## config.mk

```make
export PLATFORM = sky130hd
export DESIGN_NAME = pwm5_modulator
export DESIGN_NICKNAME = d
export VERILOG_FILES = /design/src/rtl/pwm5_pkg.sv /design/src/rtl/pwm5_phase_acc.sv /design/src/rtl/pwm5_tri_carrier.sv /design/src/rtl/pwm5_ref_cmp.sv /design/src/rtl/pwm5_modulator.sv
export SDC_FILE = /design/constraint.sdc
export NUM_CORES = 1
export LEC_CHECK = 0
export BUFFER_PORTS_ARGS = -buffer_cell sky130_fd_sc_hd__buf_4
export CORE_MARGIN = 2
export CORE_UTILIZATION = 61
export CTS_CLUSTER_DIAMETER = 50
export DETAILED_ROUTE_END_ITERATION = 16
export GPL_TIMING_DRIVEN = 0
export HOLD_SLACK_MARGIN = 0.08
export PLACE_DENSITY = 0.84
export SLEW_MARGIN = 20
export SYNTH_ARGS = -nofsm -noshare
export SYNTH_HDL_FRONTEND = slang
export SYNTH_SLANG_ARGS = --single-unit
```

## constraint.sdc

```tcl
create_clock -name clk -period 21.2 [get_ports clk]
set_clock_uncertainty 0.2 [all_clocks]
set_input_delay 3.18 -clock clk [delete_from_list [all_inputs] [get_ports clk]]
set_output_delay 3.18 -clock clk [all_outputs]
set_load 0.01 [all_outputs]
```

## src/rtl/pwm5_pkg.sv

```systemverilog
package pwm5_pkg;
  typedef logic signed [2:0] lvl_t;

  localparam int NGATE = 5;

  // Signed level from a magnitude in 0..2 and the half-cycle sign.
  function automatic lvl_t signed_level(logic [1:0] mag, logic neg);
    lvl_t m;
    m = lvl_t'({1'b0, mag});
    return neg ? -m : m;
  endfunction

  // Gate pattern {S5,S4,S3,S2,S1}; zero level picks its pair by polarity
  // so that the leg switches hold for the whole half-cycle.
  function automatic logic [NGATE-1:0] gate_pattern(lvl_t l, logic neg);
    logic [NGATE-1:0] g;
    case (l)
      3'sd2:   g = 5'b10010;
      3'sd1:   g = 5'b10001;
      -3'sd1:  g = 5'b01001;
      -3'sd2:  g = 5'b01100;
      default: g = neg ? 5'b01010 : 5'b10100;
    endcase
    return g;
  endfunction
endpackage

```

## src/rtl/pwm5_phase_acc.sv

```systemverilog
module pwm5_phase_acc #(
  parameter int PW = 16
) (
  input  logic          clk,
  input  logic          rst,
  input  logic          run,
  input  logic [PW-1:0] step,
  output logic [PW-1:0] phase
);
  always_ff @(posedge clk) begin
    if (rst || !run) phase <= '0;
    else             phase <= phase + step;
  end
endmodule

```

## src/rtl/pwm5_tri_carrier.sv

```systemverilog
module pwm5_tri_carrier #(
  parameter int CW = 10
) (
  input  logic          clk,
  input  logic          rst,
  input  logic          run,
  input  logic [CW-1:0] peak,
  output logic [CW-1:0] car
);
  logic up;

  always_ff @(posedge clk) begin
    if (rst || !run || peak == '0) begin
      car <= '0;
      up  <= 1'b1;
    end else if (up) begin
      if (car < peak) begin
        car <= car + 1'b1;
      end else begin
        up  <= 1'b0;
        car <= car - 1'b1;
      end
    end else begin
      if (car != '0) begin
        car <= car - 1'b1;
      end else begin
        up  <= 1'b1;
        car <= car + 1'b1;
      end
    end
  end
endmodule

```

## src/rtl/pwm5_ref_cmp.sv

```systemverilog
module pwm5_ref_cmp
  import pwm5_pkg::*;
#(
  parameter int PW      = 16,
  parameter int CW      = 10,
  parameter int MI_W    = 8,
  parameter int MI_FRAC = 6,
  parameter int SW      = 12
) (
  input  logic [PW-1:0]   phase,
  input  logic [MI_W-1:0] mod_idx,
  input  logic [CW-1:0]   peak,
  input  logic [CW-1:0]   car,
  output lvl_t            lvl,
  output logic            neg
);
  localparam int H    = PW - 1;
  localparam int PRW  = 2 * H + 1;
  localparam int SHW  = SW + 1;
  localparam int RW   = SHW + MI_W + CW;
  localparam int SH_R = 2 * H - 2 - SW;
  localparam int SH_L = (SH_R < 0) ? -SH_R : 0;
  localparam int DIV  = SW + MI_FRAC - 1;

  logic [H-1:0]   h;
  logic [H:0]     hc;
  logic [PRW-1:0] prod;
  logic [SHW-1:0] shape;
  logic [RW-1:0]  scaled;
  logic [RW-1:0]  ref_full;
  logic [CW:0]    lim;
  logic [CW:0]    ref_c;
  logic [CW:0]    hi_thr;
  logic           full;
  logic           half;

  assign h    = phase[H-1:0];
  assign neg  = phase[PW-1];
  assign hc   = {1'b1, {H{1'b0}}} - {1'b0, h};
  assign prod = PRW'(h) * PRW'(hc);

  // Parabolic |sin| shape, full scale 2^SW at the half-cycle centre.
  generate
    if (SH_R >= 0) begin : g_shr
      assign shape = SHW'(prod >> SH_R);
    end else begin : g_shl
      assign shape = SHW'(prod) << SH_L;
    end
  endgenerate

  // Amplitude = shape * index * 2 * peak; the factor 2 folds into DIV.
  assign scaled   = RW'(shape) * RW'(mod_idx) * RW'(peak);
  assign ref_full = scaled >> DIV;
  assign lim      = {peak, 1'b0};
  assign ref_c    = (ref_full > RW'(lim)) ? lim : ref_full[CW:0];

  assign hi_thr = {1'b0, peak} + {1'b0, car};
  assign full   = ref_c > hi_thr;
  assign half   = ref_c > {1'b0, car};

  always_comb begin
    if (full)      lvl = signed_level(2'd2, neg);
    else if (half) lvl = signed_level(2'd1, neg);
    else           lvl = signed_level(2'd0, neg);
  end
endmodule

```

## src/rtl/pwm5_modulator.sv

```systemverilog
module pwm5_modulator
  import pwm5_pkg::*;
#(
  parameter int PW      = 16,
  parameter int CW      = 10,
  parameter int MI_W    = 8,
  parameter int MI_FRAC = 6,
  parameter int SW      = 12
) (
  input  logic            clk,
  input  logic            rst,
  input  logic            en,
  input  logic [MI_W-1:0] mod_idx,
  input  logic [PW-1:0]   freq_word,
  input  logic [CW-1:0]   car_peak,
  output logic [4:0]      gate,
  output logic [2:0]      level,
  output logic            neg_half
);
  logic [PW-1:0] phase;
  logic [CW-1:0] car;
  lvl_t          lvl_c;
  logic          neg_c;

  pwm5_phase_acc #(.PW(PW)) phase_i (
    .clk(clk), .rst(rst), .run(en), .step(freq_word), .phase(phase)
  );

  pwm5_tri_carrier #(.CW(CW)) carrier_i (
    .clk(clk), .rst(rst), .run(en), .peak(car_peak), .car(car)
  );

  pwm5_ref_cmp #(
    .PW(PW), .CW(CW), .MI_W(MI_W), .MI_FRAC(MI_FRAC), .SW(SW)
  ) cmp_i (
    .phase(phase), .mod_idx(mod_idx), .peak(car_peak), .car(car),
    .lvl(lvl_c), .neg(neg_c)
  );

  always_ff @(posedge clk) begin
    if (rst || !en) begin
      gate     <= '0;
      level    <= '0;
      neg_half <= 1'b0;
    end else begin
      gate     <= gate_pattern(lvl_c, neg_c);
      level    <= lvl_c;
      neg_half <= neg_c;
    end
  end
endmodule

```

==> results.toml, run 1 <==
[status]
status = "finished, final reports clean"

[global_routing]
grt_remaining_overflow = 0
grt_antenna_before_repair = 0
via_count_of_the_first_global_routing_pass = 18800
globalRouteTotalUtil_pct = 31.7
grt_pass1_wl_um = 92300
grt_max_degree = 13

[logic_synthesis]
yosys.area.top_type_share_pct = 36.9
post_synth_instance_area_mm2 = 0.0214
synth.lib_cells_used.distinct = 81
synth_largest_area_cell = "sky130_fd_sc_hd__fa_1"
netlist_top_cells_area = "sky130_fd_sc_hd__fa_1 (37%), sky130_fd_sc_hd__ha_1 (16%), sky130_fd_sc_hd__inv_1 (8.9%)"
syn_avg_cell_area_um2 = 8.57
syn_inst = 2492
yosys_most_used_dff = "sky130_fd_sc_hd__dfxtp_1"
ys_async_sr_fraction_pct = 0
ys.warnings.count = 0
number_of_enable_type_register_cells_in_the_synthesized_netlist = 0
yosys_register_bits = 36
ys_seq_area_share_pct = 3.37

[finish]
layout_commonest_cell = "sky130_fd_sc_hd__inv_1"
post_route_cells_drive_above_1_share_pct = 9.77
mostFrequentLayoutCells = "sky130_fd_sc_hd__inv_1 (505), sky130_fd_sc_hd__fa_1 (393), sky130_fd_sc_hd__ha_1 (252)"
area_growth_syn_to_layout_pct = 11.3
antenna-diode-count = 0
design.final.nets = 3308

[sta]
setup_violations = 0
slew_headroom_pct = 20.7
post-route-min-period_ns = 20.79
final_min_period_over_clock_period_pct = 98.0
hold_viol = 0
tightest_slew_ns = 1.18
setup_slack_ns = 0.414
timing_max_transition_violations_final = 0
setup_total_negative_slack_ns = 0
maxClockFrequency_ghz = 0.0481

[die]
placement_rows = 68
die_width_um = 191
effective_utilization_at_floorplan_pct = 61.8
placeableCoreArea_mm2 = 0.0345
io_pins = 46
floorplan.die_area_mm2 = 0.0365
die_height_um = 191

[critical_path]
critical_path_class = "reg -> reg"
critical_path_required_ns = 21.20
critPathMostFrequentCell = "sky130_fd_sc_hd__fa_1"
worst-r2r-setup-slack_ns = 0.41
timing.critical_path.from_type = "flip-flop"
critical_path_peak_fanout = 10
arrival_ns = 20.79
critical_path_capture_point_type = "flip-flop"
critical-path-slowest-cell = "sky130_fd_sc_hd__fa_1"
cpPeakStageDelay_ns = 0.58

[drt]
initialDrtViolationCount = 1432
via_count = 17900
wire_per_inst_um = 18.7
drt_pass1_iterations = 5
drcViolationCount = 0
detail-route-antenna-nets = 0
routed_wirelength_um = 57300
route.detailed.vias_per_inst = 5.84

[job]
maxCapViolations = 0

[cts]
htree_num_levels = 2
cts_tree = "done"
cts-root-buf = "sky130_fd_sc_hd__clkbuf_16"
clock_pin_slew_worst_setup_and_hold_paths_ns = 0.06
cts_num_sinks = 36
cts_inserted_buffers = 5
ctsLongestPathBuffers = 2
clock_latency_ns = 0.28
post_cts_hold_buffer_count = 0

[place]
place.port_buffers = 45
detailedPlacementHpwl_um = 45800
routabilityCongestion = 0.955
place_worst_setup_slack_ns = -2.63

[worst_hold_path]
worstHoldPathType = "reg -> reg"
final timing paths:
kind / end / cells after the start / startpoint
worst min-delay path: carrier_i.car[0]$_SDFF_PP0_ / 1 / carrier_i.car[0]$_SDFF_PP0_
worst min register to register: carrier_i.car[0]$_SDFF_PP0_ / 1 / carrier_i.car[0]$_SDFF_PP0_
worst max register to register: level[0]$_SDFF_PP0_ / 77 / phase_i.phase[6]$_SDFF_PP0_
worst max-delay path: level[0]$_SDFF_PP0_ / 77 / phase_i.phase[6]$_SDFF_PP0_
state kept, by name, summed over array words and instances (netlist names):
register,count
carrier_i.car,10
level,3
gate,5
carrier_i.up,1
neg_half,1
phase_i.phase,16
critical path, delay by kind of cell (launching register included):
family,cells,cell delay [ns]
multiplexers,2,0.66
buffers and inverters,12,0.99
AND/OR/NAND/NOR,24,5.12
XOR/XNOR,3,0.76
adder cells (fa/ha/maj),21,9.53
flip-flops,1,0.37
AO/OA/AOI/OAI,15,3.01
per-layer routing:
| metal | vias up | routed length (um) | GRT usage (%) |
|---|---|---|---|
| li1 | 8047 | - | - |
| met1 | 8823 | 21900 | 40.1 |
| met5 | - | 0 | 0 |
| met4 | 0 | 2230 | 11.2 |
| met2 | 810 | 28500 | 54.8 |
| met3 | 215 | 4590 | 5.42 |
synthesized netlist by cell type (4+ instances only):
cell type,n
sky130_fd_sc_hd__or4_1,7
sky130_fd_sc_hd__o21ai_1,5
sky130_fd_sc_hd__nor2b_1,84
sky130_fd_sc_hd__mux2_2,6
sky130_fd_sc_hd__nand3_1,39
sky130_fd_sc_hd__nand2b_1,96
sky130_fd_sc_hd__a311oi_1,6
sky130_fd_sc_hd__o211a_1,7
sky130_fd_sc_hd__nor4b_1,4
sky130_fd_sc_hd__and2_1,193
sky130_fd_sc_hd__xnor2_1,46
sky130_fd_sc_hd__o21a_1,17
sky130_fd_sc_hd__buf_1,7
sky130_fd_sc_hd__dfxtp_1,36
sky130_fd_sc_hd__nor4_1,14
sky130_fd_sc_hd__and3_1,19
sky130_fd_sc_hd__o21ai_0,44
sky130_fd_sc_hd__nor3_1,40
sky130_fd_sc_hd__o211ai_1,12
sky130_fd_sc_hd__mux2i_1,7
sky130_fd_sc_hd__a31oi_1,11
sky130_fd_sc_hd__a211oi_1,6
sky130_fd_sc_hd__a211o_1,4
sky130_fd_sc_hd__a21boi_0,4
sky130_fd_sc_hd__fa_1,394
sky130_fd_sc_hd__clkbuf_1,85
sky130_fd_sc_hd__ha_1,267
sky130_fd_sc_hd__nor2_1,107
sky130_fd_sc_hd__a21o_1,25
sky130_fd_sc_hd__nand4_1,10
sky130_fd_sc_hd__a21oi_1,87
sky130_fd_sc_hd__inv_1,508
sky130_fd_sc_hd__nand2_1,171
sky130_fd_sc_hd__o31ai_1,9
sky130_fd_sc_hd__or3_1,10
sky130_fd_sc_hd__xor2_1,16
sky130_fd_sc_hd__o21bai_1,19
stage by stage:
stage	instance area, um^2	hold slack, ns	cells	utilization [%]
final	23800	0.319	3066	68.8
after global routing	23800	0.333	3066	68.8
after CTS	22900	0.319	3021	66.2
after detailed placement	22300	0.305	3003	64.6
after global placement	22300	0.287	3003	64.6
after floorplan	21400	0.248	2503	-
cell type report:
type,count,area (um^2)
Inverter,509,1910
Multi-Input combinational cell,1866,19200
Timing Repair Buffer,101,766
Clock buffer,5,125
Tap cell,455,569
Buffer,91,412
Sequential cell,36,734
Clock inverter,3,42.5
Fill cell,2620,10800
kinds of logic (layout without fill, tap and decap cells):
family	count (synthesis)	after routing	share of synthesized area, %
and+or+nand+nor	822	823	20.8
adders and majority gates	661	661	52.6
buffers and inverters	602	709	10.6
muxes	13	13	0.644
AOI/OAI and AO/OA	294	294	9.47
xor gates and xnor gates	62	62	2.54
other	2	13	0.0352
DFF	36	36	3.37
repair_timing:
item | 4_1_cts | 5_1_grt
cloned | 0 | 1
pin swaps | 15 | 73
gates resized for setup | 67 | 116
setup buffers | 12 | 44
setup endpoints to repair | 6 | 6
hold endpoints to repair | 0 | 0
Power of run 1 is not shown: default switching activity piles up to over one toggle a cycle in this logic, so the estimate is an artifact.
==> run 2: changes to the inputs <==
--- a/config.mk
+++ b/config.mk
@@ -5,14 +5,14 @@
 export SDC_FILE = /design/constraint.sdc
 export NUM_CORES = 1
 export LEC_CHECK = 0
-export BUFFER_PORTS_ARGS = -buffer_cell sky130_fd_sc_hd__buf_4
 export CORE_MARGIN = 2
-export CORE_UTILIZATION = 61
+export CORE_UTILIZATION = 62
 export CTS_CLUSTER_DIAMETER = 50
 export DETAILED_ROUTE_END_ITERATION = 16
+export DONT_BUFFER_PORTS = 1
 export GPL_TIMING_DRIVEN = 0
 export HOLD_SLACK_MARGIN = 0.08
-export PLACE_DENSITY = 0.84
+export PLACE_DENSITY_LB_ADDON = 0.3
 export SLEW_MARGIN = 20
 export SYNTH_ARGS = -nofsm -noshare
 export SYNTH_HDL_FRONTEND = slang
==> run 2 against run 1 <==
Against the previous run:
- register-to-register slack barely moved
- setup slack improved by 0.0079 ns
- via count fell by 1.4%
- global-route usage rose by 0.73 points
- highest routed layer unchanged
- die area fell by 1.6%
- worst hold slack got worse by 0.014 ns
- flip-flop and latch count did not move
==> results.toml, run 2 (synthesized netlist as in run 1, its figures left out) <==
[cts]
cts-root-buf = "sky130_fd_sc_hd__clkbuf_16"
cts_inserted_buffers = 5
clock_pin_slew_worst_setup_and_hold_paths_ns = 0.06
htree_num_levels = 2
cts_num_sinks = 36
ctsLongestPathBuffers = 2
cts_tree = "done"
clock_latency_ns = 0.28

[drt]
initialDrtViolationCount = 1327
route.detailed.vias_per_inst = 5.84
wire_per_inst_um = 19.1
routed_wirelength_um = 57700
drt_pass1_iterations = 5
detail-route-antenna-nets = 0
via_count = 17600
drcViolationCount = 0

[place]
detailedPlacementHpwl_um = 46200
place_worst_setup_slack_ns = -2.86
place.port_buffers = 0
routabilityCongestion = 0.978
placed_area_mm2 = 0.0220

[critical_path]
critical_path_class = "reg -> reg"
critical_path_required_ns = 21.20
critical_path_capture_point_type = "flip-flop"
r2r-start = "phase_i.phase[4]$_SDFF_PP0_"
arrival_ns = 20.77
worst-r2r-setup-slack_ns = 0.42
critical-path-slowest-cell = "sky130_fd_sc_hd__fa_1"
critical_path_peak_fanout = 7
rr_worst_depth = 84
cpPeakStageDelay_ns = 0.57
worst_r2r_endpoint = "gate[0]$_SDFF_PP0_"
timing.critical_path.from_type = "flip-flop"
critPathMostFrequentCell = "sky130_fd_sc_hd__fa_1"

[global_routing]
grt_max_degree = 14
via_count_of_the_first_global_routing_pass = 19100
globalRouteTotalUtil_pct = 32.4
grt_antenna_before_repair = 0
grt_remaining_overflow = 0
grt_pass1_wl_um = 93800

[finish]
finish.instance_area_mm2 = 0.0237
area_growth_syn_to_layout_pct = 11.0
mostFrequentLayoutCells = "sky130_fd_sc_hd__inv_1 (497), sky130_fd_sc_hd__fa_1 (393), sky130_fd_sc_hd__ha_1 (244)"
design.final.nets = 3268
largest_register_ffs = 16
biggestRegsByFlops = "phase_i.phase: 16 flops, carrier_i.car: 10 flops, gate: 5 flops"
max_flop_register = "phase_i.phase"
post_route_cells_drive_above_1_share_pct = 9.92
layout_commonest_cell = "sky130_fd_sc_hd__inv_1"
antenna-diode-count = 0

[sta]
setup_violations = 0
setup_total_negative_slack_ns = 0
maxClockFrequency_ghz = 0.0481
tightest_slew_ns = 1.06
timing_max_transition_violations_final = 0
final_min_period_over_clock_period_pct = 98.0
post-route-min-period_ns = 20.78
hold_viol = 0
setup_slack_ns = 0.421
slew_headroom_pct = 29.3

[worst_hold_path]
hold_depth = 1
worstHoldPathType = "reg -> reg"
worst_hold_path.endpoint = "carrier_i.car[0]$_SDFF_PP0_"
hold_start = "carrier_i.car[0]$_SDFF_PP0_"

[die]
placement_rows = 67
die_height_um = 190
die_width_um = 190
effective_utilization_at_floorplan_pct = 63.4
floorplan.die_area_mm2 = 0.0359
placeableCoreArea_mm2 = 0.0337
io_pins = 46

[status]
status = "finished, final reports clean"

[job]
maxCapViolations = 0
-- run 2: layout make-up --
| cell class | instances | area (um^2) |
|---|---|---|
| clock buffer | 5 | 125 |
| buffer | 88 | 405 |
| tap | 448 | 561 |
| clock inverter | 3 | 42.5 |
| fill | 2558 | 9990 |
| sequential | 36 | 734 |
| multi-input combinational | 1865 | 19400 |
| timing repair buffer | 65 | 503 |
| inverter | 509 | 1910 |
-- run 2: metal layers --
layer  vias to the layer above  wire length, um  GRT usage, %
li1                       7961                -             -
met1                      8768            22600          41.9
met2                       750            28800          56.4
met3                       164             4380          4.89
met4                         0             1920          10.1
met5                         -                0             0
-- run 2: what timing repair did --
| item | CTS | global route |
|---|---|---|
| endpoints found under the setup margin | 6 | 6 |
| cloned | 0 | 0 |
| hold buffers | 0 | 0 |
| resized for setup | 80 | 152 |
| setup buffers | 13 | 53 |
| pin swaps | 16 | 79 |
-- run 2: stage by stage --
step | util, % | hold WS (ns) | std cells
after global placement | 65.2 | 0.300 | 2951
after CTS | 67.0 | 0.306 | 2969
final | 70.3 | 0.305 | 3019
after floorplan | - | 0.248 | 2503
after global routing | 70.3 | 0.317 | 3019
after detailed placement | 65.2 | 0.292 | 2951
-- run 2: worst max-delay path, delay by kind of cell (launching register included) --
| family | cells | cell delay (ns) |
|---|---|---|
| adders and majority gates | 21 | 9.35 |
| and+or+nand+nor | 23 | 4.88 |
| AOI/OAI and AO/OA | 19 | 3.76 |
| buffers and inverters | 17 | 1.11 |
| muxes | 2 | 0.63 |
| DFF | 1 | 0.38 |
| xor gates and xnor gates | 2 | 0.37 |
-- run 2: how the worst max path moves through the flow --
stage,cells past startpoint,startpoint,endpoint
6_report,84,phase_i.phase[4]$_SDFF_PP0_,gate[0]$_SDFF_PP0_
3_3_place_gp,86,phase_i.phase[1]$_SDFF_PP0_,level[0]$_SDFF_PP0_
4_1_cts,84,phase_i.phase[4]$_SDFF_PP0_,gate[0]$_SDFF_PP0_
3_5_place_dp,86,phase_i.phase[1]$_SDFF_PP0_,gate[0]$_SDFF_PP0_
2_1_floorplan,86,phase_i.phase[1]$_SDFF_PP0_,gate[0]$_SDFF_PP0_
5_1_grt,83,phase_i.phase[4]$_SDFF_PP0_,gate[0]$_SDFF_PP0_
Power of run 2 is left out for the same reason.
